[config.mk]
export PLATFORM = sky130hd
export DESIGN_NAME = mdio_master
export DESIGN_NICKNAME = d
export VERILOG_FILES = /design/src/rtl/mdio_mgmt_pkg.sv /design/src/rtl/mdio_in_sync.sv /design/src/rtl/mdc_divider.sv /design/src/rtl/mdio_frame_seq.sv /design/src/rtl/mdio_master.sv
export SDC_FILE = /design/constraint.sdc
export NUM_CORES = 1
export LEC_CHECK = 0
export BUFFER_PORTS_ARGS = -buffer_cell sky130_fd_sc_hd__buf_2
export CAP_MARGIN = 20
export CORE_MARGIN = 1
export CORE_UTILIZATION = 57
export DETAILED_ROUTE_END_ITERATION = 10
export GPL_TIMING_DRIVEN = 0
export PLACE_DENSITY = 0.8
export SKIP_LAST_GASP = 1
export SLEW_MARGIN = 20
export SYNTH_ARGS = -nofsm -noshare
export SYNTH_HDL_FRONTEND = slang
export SYNTH_SLANG_ARGS = --single-unit
[constraint.sdc]
create_clock -name clk -period 4.54 [get_ports clk]
set_clock_uncertainty 0.1 [all_clocks]
set_input_delay 0.454 -clock clk [delete_from_list [all_inputs] [get_ports clk]]
set_output_delay 0.454 -clock clk [all_outputs]
set_load 0.005 [all_outputs]
[src/rtl/mdio_mgmt_pkg.sv]
package mdio_mgmt_pkg;

  localparam int ADDR_W   = 5;
  localparam int DATA_W   = 16;
  localparam int HDR_BITS = 4 + 2 * ADDR_W;
  localparam int TA_BITS  = 2;

  typedef enum logic [2:0] {
    ST_IDLE,
    ST_PRE,
    ST_HDR,
    ST_TA,
    ST_DATA,
    ST_TAIL,
    ST_RECOV
  } mgmt_state_e;

  // start pattern, opcode, PHY address, register address
  function automatic logic [HDR_BITS-1:0] build_header(
    input logic              rd,
    input logic [ADDR_W-1:0] phy,
    input logic [ADDR_W-1:0] rg
  );
    logic [1:0] op;
    op = rd ? 2'b10 : 2'b01;
    return {2'b01, op, phy, rg};
  endfunction

  // half-period floor so the input synchroniser settles before sampling
  function automatic logic [15:0] clamp_half(
    input logic [15:0] h,
    input logic [15:0] lo
  );
    return (h < lo) ? lo : h;
  endfunction

  // bit count of each frame phase
  function automatic int phase_len(
    input mgmt_state_e st,
    input logic        rd,
    input int          pre_len,
    input int          recov_len,
    input int          rd_tail,
    input int          wr_tail
  );
    case (st)
      ST_PRE:   return pre_len;
      ST_HDR:   return HDR_BITS;
      ST_TA:    return TA_BITS;
      ST_DATA:  return DATA_W;
      ST_TAIL:  return rd ? rd_tail : wr_tail;
      ST_RECOV: return recov_len;
      default:  return 1;
    endcase
  endfunction

endpackage

[src/rtl/mdio_in_sync.sv]
module mdio_in_sync #(
  parameter int STAGES = 2
) (
  input  logic clk,
  input  logic rst_n,
  input  logic d,
  output logic q
);
  logic [STAGES-1:0] chain_q;

  generate
    if (STAGES == 1) begin : g_single
      always_ff @(posedge clk) begin
        if (!rst_n) chain_q <= 1'b1;
        else        chain_q <= d;
      end
    end else begin : g_multi
      always_ff @(posedge clk) begin
        if (!rst_n) chain_q <= '1;
        else        chain_q <= {chain_q[STAGES-2:0], d};
      end
    end
  endgenerate

  assign q = chain_q[STAGES-1];
endmodule

[src/rtl/mdc_divider.sv]
module mdc_divider #(
  parameter int DIV_W    = 8,
  parameter int MIN_HALF = 3
) (
  input  logic             clk,
  input  logic             rst_n,
  input  logic             load,
  input  logic [DIV_W-1:0] half_in,
  input  logic             run,
  output logic             rise_evt,
  output logic             fall_evt,
  output logic             mdc
);
  import mdio_mgmt_pkg::*;

  localparam logic [DIV_W-1:0] MIN_V = DIV_W'(MIN_HALF);

  logic [DIV_W-1:0] half_q;
  logic [DIV_W-1:0] cnt_q;
  logic             mdc_q;
  logic             term;

  assign term     = (cnt_q == half_q - DIV_W'(1));
  assign rise_evt = run && term && !mdc_q;
  assign fall_evt = run && term && mdc_q;
  assign mdc      = mdc_q;

  always_ff @(posedge clk) begin
    if (!rst_n) begin
      half_q <= MIN_V;
      cnt_q  <= '0;
      mdc_q  <= 1'b0;
    end else begin
      if (load) half_q <= DIV_W'(clamp_half(16'(half_in), 16'(MIN_HALF)));
      if (!run) begin
        cnt_q <= '0;
        mdc_q <= 1'b0;
      end else if (term) begin
        cnt_q <= '0;
        mdc_q <= ~mdc_q;
      end else begin
        cnt_q <= cnt_q + DIV_W'(1);
      end
    end
  end

  assert_rise_lifts_mdc_R8: assert property (@(posedge clk) disable iff (!rst_n)
    rise_evt |=> mdc_q);
  assert_fall_drops_mdc_R8: assert property (@(posedge clk) disable iff (!rst_n)
    fall_evt |=> !mdc_q);
  assert_idle_mdc_low_R8: assert property (@(posedge clk) disable iff (!rst_n)
    !run |=> !mdc_q);
endmodule

[src/rtl/mdio_frame_seq.sv]
module mdio_frame_seq #(
  parameter int PRE_LEN   = 32,
  parameter int RECOV_LEN = 32,
  parameter int RD_TAIL   = 2,
  parameter int WR_TAIL   = 1
) (
  input  logic        clk,
  input  logic        rst_n,
  input  logic        req,
  input  logic        req_rd,
  input  logic [4:0]  req_phy,
  input  logic [4:0]  req_reg,
  input  logic [15:0] req_wdata,
  input  logic        rise_evt,
  input  logic        fall_evt,
  input  logic        mdi_s,
  output logic        accept,
  output logic        run,
  output logic        mdo,
  output logic        mdo_en,
  output logic        busy,
  output logic        done,
  output logic        err,
  output logic [15:0] rdata
);
  import mdio_mgmt_pkg::*;

  localparam int MAXC = (PRE_LEN > RECOV_LEN) ?
                        ((PRE_LEN > DATA_W) ? PRE_LEN : DATA_W) :
                        ((RECOV_LEN > DATA_W) ? RECOV_LEN : DATA_W);
  localparam int CW   = $clog2(MAXC + 1);

  mgmt_state_e         state_q;
  logic [CW-1:0]       cnt_q;
  logic                rd_q;
  logic [HDR_BITS-1:0] hdr_q;
  logic [DATA_W-1:0]   wsh_q;
  logic [DATA_W-1:0]   rsh_q;
  logic                ta_bad_q;
  logic                done_q;
  logic                err_q;
  logic [DATA_W-1:0]   rdata_q;

  logic [CW-1:0] limit_m1;
  logic          last_bit;
  logic          ta_sample;
  logic          data_sample;
  logic          recov_end;

  assign limit_m1    = CW'(phase_len(state_q, rd_q, PRE_LEN, RECOV_LEN, RD_TAIL, WR_TAIL) - 1);
  assign last_bit    = fall_evt && (cnt_q == limit_m1);
  assign ta_sample   = rise_evt && rd_q && (state_q == ST_TA) && (cnt_q == CW'(1));
  assign data_sample = rise_evt && rd_q && (state_q == ST_DATA);
  assign recov_end   = last_bit && (state_q == ST_RECOV);

  assign accept = req && (state_q == ST_IDLE);
  assign busy   = (state_q != ST_IDLE);
  assign run    = busy;
  assign done   = done_q;
  assign err    = err_q;
  assign rdata  = rdata_q;

  // pad drive for the bit in flight
  always_comb begin
    mdo_en = 1'b0;
    mdo    = 1'b0;
    case (state_q)
      ST_PRE: begin
        mdo_en = 1'b1;
        mdo    = 1'b1;
      end
      ST_HDR: begin
        mdo_en = 1'b1;
        mdo    = hdr_q[HDR_BITS-1];
      end
      ST_TA: begin
        mdo_en = !rd_q;
        mdo    = !rd_q && (cnt_q == '0);
      end
      ST_DATA: begin
        mdo_en = !rd_q;
        mdo    = !rd_q && wsh_q[DATA_W-1];
      end
      default: ;
    endcase
  end

  always_ff @(posedge clk) begin
    if (!rst_n) begin
      state_q  <= ST_IDLE;
      cnt_q    <= '0;
      rd_q     <= 1'b0;
      hdr_q    <= '0;
      wsh_q    <= '0;
      rsh_q    <= '0;
      ta_bad_q <= 1'b0;
      done_q   <= 1'b0;
      err_q    <= 1'b0;
      rdata_q  <= '0;
    end else begin
      done_q <= 1'b0;
      if (accept) begin
        state_q  <= ST_PRE;
        cnt_q    <= '0;
        rd_q     <= req_rd;
        hdr_q    <= build_header(req_rd, req_phy, req_reg);
        wsh_q    <= req_wdata;
        ta_bad_q <= 1'b0;
      end else if (busy) begin
        if (ta_sample)   ta_bad_q <= mdi_s;
        if (data_sample) rsh_q    <= {rsh_q[DATA_W-2:0], mdi_s};
        if (last_bit) begin
          cnt_q <= '0;
          case (state_q)
            ST_PRE:  state_q <= ST_HDR;
            ST_HDR:  state_q <= ST_TA;
            ST_TA:   state_q <= (rd_q && ta_bad_q) ? ST_RECOV : ST_DATA;
            ST_DATA: state_q <= ST_TAIL;
            ST_TAIL: begin
              state_q <= ST_IDLE;
              done_q  <= 1'b1;
              err_q   <= 1'b0;
              if (rd_q) rdata_q <= rsh_q;
            end
            ST_RECOV: begin
              state_q <= ST_IDLE;
              done_q  <= 1'b1;
              err_q   <= 1'b1;
              rdata_q <= '0;
            end
            default: state_q <= ST_IDLE;
          endcase
        end else if (fall_evt) begin
          cnt_q <= cnt_q + CW'(1);
          if (state_q == ST_HDR)            hdr_q <= hdr_q << 1;
          if (state_q == ST_DATA && !rd_q)  wsh_q <= wsh_q << 1;
        end
      end
    end
  end

  assert_done_single_R9: assert property (@(posedge clk) disable iff (!rst_n)
    done_q |=> !done_q);
  assert_done_not_busy_R9: assert property (@(posedge clk) disable iff (!rst_n)
    done_q |-> !busy);
  assert_busy_req_ignored_R9: assert property (@(posedge clk) disable iff (!rst_n)
    (req && busy) |=> $stable(rd_q));
  assert_frame_opens_high_R2: assert property (@(posedge clk) disable iff (!rst_n)
    $rose(busy) |-> (mdo_en && mdo));
  assert_recovery_flags_R6: assert property (@(posedge clk) disable iff (!rst_n)
    recov_end |=> (done_q && err_q && rdata_q == '0));
  assert_read_released_R5: assert property (@(posedge clk) disable iff (!rst_n)
    (ta_sample || data_sample) |-> !mdo_en);
endmodule

[src/rtl/mdio_master.sv]
module mdio_master #(
  parameter int DIV_W     = 8,
  parameter int MIN_HALF  = 3,
  parameter int SYNC_LEN  = 2,
  parameter int PRE_LEN   = 32,
  parameter int RECOV_LEN = 32,
  parameter int RD_TAIL   = 2,
  parameter int WR_TAIL   = 1
) (
  input  logic             clk,
  input  logic             rst_n,
  input  logic             req,
  input  logic             req_rd,
  input  logic [4:0]       req_phy,
  input  logic [4:0]       req_reg,
  input  logic [15:0]      req_wdata,
  input  logic [DIV_W-1:0] cfg_half,
  output logic             busy,
  output logic             done,
  output logic             err,
  output logic [15:0]      rdata,
  output logic             mdc,
  output logic             mdio_o,
  output logic             mdio_oe,
  input  logic             mdio_i
);
  logic accept;
  logic run;
  logic rise_evt;
  logic fall_evt;
  logic mdi_s;

  mdio_in_sync #(.STAGES(SYNC_LEN)) u_sync (
    .clk   (clk),
    .rst_n (rst_n),
    .d     (mdio_i),
    .q     (mdi_s)
  );

  mdc_divider #(.DIV_W(DIV_W), .MIN_HALF(MIN_HALF)) u_div (
    .clk      (clk),
    .rst_n    (rst_n),
    .load     (accept),
    .half_in  (cfg_half),
    .run      (run),
    .rise_evt (rise_evt),
    .fall_evt (fall_evt),
    .mdc      (mdc)
  );

  mdio_frame_seq #(
    .PRE_LEN   (PRE_LEN),
    .RECOV_LEN (RECOV_LEN),
    .RD_TAIL   (RD_TAIL),
    .WR_TAIL   (WR_TAIL)
  ) u_seq (
    .clk       (clk),
    .rst_n     (rst_n),
    .req       (req),
    .req_rd    (req_rd),
    .req_phy   (req_phy),
    .req_reg   (req_reg),
    .req_wdata (req_wdata),
    .rise_evt  (rise_evt),
    .fall_evt  (fall_evt),
    .mdi_s     (mdi_s),
    .accept    (accept),
    .run       (run),
    .mdo       (mdio_o),
    .mdo_en    (mdio_oe),
    .busy      (busy),
    .done      (done),
    .err       (err),
    .rdata     (rdata)
  );

  assert_pad_stable_on_rise_R7: assert property (@(posedge clk) disable iff (!rst_n)
    $rose(mdc) |-> ($stable(mdio_o) && $stable(mdio_oe)));
  assert_accept_starts_busy_R9: assert property (@(posedge clk) disable iff (!rst_n)
    accept |=> busy);
endmodule

==> summary.md <==
The transition time of the tightest slew-check pin is 0.533 ns. Before antenna repair, the detailed router went through 4 iterations. The worst pin sits at a relative slew slack of 64.3%. STA classifies the critical path endpoint as a flip-flop.

The net count after synthesis was 490. The class of the tightest hold or removal check was in -> reg. The die is 88.3 µm tall. For this design the ratio of total power to cell area is 324 nW/µm². The run gives 6.23 mm as the post-detailed-placement half-perimeter wirelength. For this configuration, the core starts out at a cell density of 58.8%. The share of final-layout standard cells stronger than drive strength 1 was 18.9%; the register area share after synthesis was 44.3%.

Setup violations remaining at the end of the flow were counted as 0. After routing, the total negative slack on setup checks comes to 0 ns. Entering global routing, the biggest net connects 20 pins. The number of levels in the clock H-tree was 3; the final period utilization was 80.8%. The tools report the post-route antenna net violation count as 0. The worst setup path is launched from a flip-flop. Dividing the detail-routed via count by the number of cells gives 5.49. Dividing the detail-routed wire length by the instance count gives 13.8 µm. OpenSTA, run right after detailed placement, puts the worst setup slack at 0.918 ns. The tools report the overall track demand over capacity in global routing as 23.3%. The standard cell with the maximum stage delay on the critical path was or4_4. For this block, the routed nets add up to 8.50 mm of wire.

Walking the worst path, the cells encountered are buf_2 > nor3_1 > a31oi_1 > ha_1 > ha_1 > xnor2_1 > xnor2_1 > or4_4 > nor3_4 > nor2b_1 > mux2_2 > a21boi_1. In this run, synthesis produced a sequential element count of 94. For this block, the via count after detailed routing is 3,392. The most used flip-flop cell after synthesis is dfxtp_1. The layout overhead on the synthesized area came out at 14.4%. In this run, CTS created clock tree buffers numbering 9. 0 antenna diodes ended up in the layout. The leakage component of the power is 1.84 nW. The congestion estimate from routability-driven global placement came to 0.827. The die covers 7800 µm². The logs give 7210 µm² for the area inside the core boundary and 0 for the count of buffers added by post-CTS timing repair for setup. The number of gates resized after CTS was 0. For this run, asynchronously set or reset flops after synthesis account for 0%.

The mean post-synth cell area is 9.56 µm², and the number of remaining DRC errors is 0. The longest clock path from root to sink contains 2 buffers. Yosys mapped a number of flops with a built-in enable equal to 0.

At the end of the flow, the number of nets in the layout was 560. The flop-to-flop setup slack is 0.87 ns, and the peak per-stage delay on the critical path is 0.44 ns. TritonCTS built the clock tree.

For this design, the sink count on the clock tree is 94. The logs give 0.870 ns for the final worst setup slack and 0 for the number of max-slew violations in the final report. The run finished with clean final reports. The maximum VDD drop is 195 µV.

After synthesis, the netlist uses 53 different library cells. At the worst endpoint, the arrival time is 3.87 ns. For the yosys synthesis warning count, the log shows 0. The via count of the first global-routing pass is 3,049.

Setup repair after global routing left no endpoint under its margin. For the number of hold-slack violations in the final timing report, the log shows 0. The post-CTS clock slew at the launch and capture registers of the worst setup and hold paths works out to 0.11 ns. The horizontal extent of the die came out at 88.3 µm.

61 I/O pins were placed. In this run the cell area of the synthesized design comes to 4240 µm². The run gives 31 as the number of core rows. The run gives 444 as the number of cells produced by synthesis. The violation count after the first detailed-routing iteration came out at 134. The total buffers and inverters traversed by the critical path was 1; the overall overflow remaining after global route was 0. For the worst setup path, the data required time is 4.74 ns. Subtracting the final worst setup slack from the clock period gives 3.67 ns.

The number of hold buffers added after CTS was 0. The run gives 0 as the initial antenna violation count. For the timing-limited maximum frequency, the log shows 273 MHz. The number of port buffers is 59. The kind of cell with the highest combined delay along the critical path is simple AND/OR/NAND/NOR gates.

Along the worst path, the maximum fanout reaches 10. The critical path in this run is classified as reg -> reg. Clock tree synthesis selected as its root buffer the cell clkbuf_8. The first global-routing pass estimated 14.2 mm of wire.

At the later pin of the worst-skew pair, clock insertion delay measures 0.37 ns. The run gives 0 as the reported max-cap violation count.
## power by group
group	total [mW]	switching (mW)	leakage (nW)	internal, mW
registers	0.872	0.0191	0.766	0.853
logic	0.147	0.0843	0.981	0.0632
clock network	0.553	0.336	0.0977	0.217
## cells in the final DEF, fill, tap and decap left out, drive strengths merged, types with 12 or more instances in the layout
master	Yosys	layout
nor2b	21	21
buf	12	71
a21boi	12	12
inv	8	13
mux2i	46	46
o21ai	32	32
nor2	24	24
xor2	13	13
a22o	16	16
dfxtp	94	94
a21oi	37	37
clkbuf	16	25
nand2	29	29
## Yosys cell counts (2+ instances only)
| master | number | area, µm² |
|---|---|---|
| dfxtp_1 | 94 | 1880 |
| mux2i_1 | 46 | 460 |
| a21oi_1 | 37 | 185 |
| o21ai_0 | 32 | 160 |
| nand2_1 | 29 | 109 |
| nor2_1 | 23 | 86.3 |
| nor2b_1 | 21 | 131 |
| a22o_1 | 16 | 140 |
| clkbuf_1 | 16 | 60.1 |
| xor2_1 | 13 | 114 |
| a21boi_0 | 11 | 82.6 |
| nand3_1 | 11 | 55.1 |
| xnor2_1 | 11 | 96.3 |
| inv_1 | 8 | 30.0 |
| ha_1 | 7 | 87.6 |
| a31oi_1 | 4 | 25.0 |
| and3_1 | 4 | 25.0 |
| buf_4 | 4 | 30.0 |
| nand2b_1 | 4 | 25.0 |
| nand3b_1 | 4 | 30.0 |
| nor3b_1 | 4 | 30.0 |
| buf_2 | 3 | 15.0 |
| buf_6 | 3 | 33.8 |
| nor3_1 | 3 | 15.0 |
| a22oi_1 | 2 | 15.0 |
| and4_1 | 2 | 17.5 |
| buf_1 | 2 | 7.51 |
| nor3_2 | 2 | 20.0 |
| o22a_1 | 2 | 17.5 |
| o22ai_1 | 2 | 12.5 |
| or4_1 | 2 | 15.0 |
## routing by layer
metal,track usage [%],vias to the layer above,share of wire (%),routed length (µm)
met5,0,-,0,0
met4,9.09,0,1.6,138
met3,4.29,13,4.0,336
met2,38.3,78,48,4050
met1,30.4,1587,47,3980
li1,-,1714,-,-
## per-stage QoR
step / power [mW] / utilization (%) / cell area (µm²) / hold WS (ns) / instances
2_1_floorplan: 0.989 / - / 4240 / 0.286 / 444
3_3_place_gp: 1.03 / 64.6 / 4660 / 0.294 / 602
3_5_place_dp: 1.04 / 64.6 / 4660 / 0.297 / 602
4_1_cts: 1.58 / 67.3 / 4860 / 0.175 / 618
5_1_grt: 1.64 / 67.3 / 4860 / 0.163 / 618
6_report: 1.57 / 67.3 / 4860 / 0.178 / 618
## path summary, 6_finish.rpt
path,to,cells after the start,from
setup / recovery,u_seq.state_q[0],12,u_seq.state_q[1]
hold / removal,u_sync.chain_q[0],2,mdio_i
setup reg to reg,u_seq.state_q[0],12,u_seq.state_q[1]
hold reg to reg,u_sync.chain_q[1],1,u_sync.chain_q[0]
## layout make-up
class / instances / area, µm²
Sequential cell: 94 / 1880
Timing Repair Buffer: 59 / 295
Inverter: 8 / 30.0
Clock buffer: 9 / 124
Buffer: 28 / 146
Tap cell: 99 / 124
Clock inverter: 7 / 70.1
Multi-Input combinational cell: 314 / 2190
Fill cell: 612 / 2360
## cell families (layout without fill, tap and decap cells)
kind of cell	Yosys count	in the layout	synth area share, %
muxes	47	47	11.1
adders and majority gates	7	7	2.06
AOI/OAI and AO/OA	114	114	16.8
xor gates and xnor gates	24	24	4.95
DFF	94	94	44.3
and+or+nand+nor	122	122	16.6
buffers and inverters	36	111	4.16
## flip-flops by register name (all words and copies together), names as in the netlist, 2 cells and up
register,flops
u_seq.hdr_q,14
u_seq.state_q,3
u_seq.cnt_q,6
u_sync.chain_q,2
u_div.cnt_q,8
u_seq.wsh_q,16
u_div.half_q,8
u_seq.rdata,16
u_seq.rsh_q,16
(Power assumes the default switching activity.)
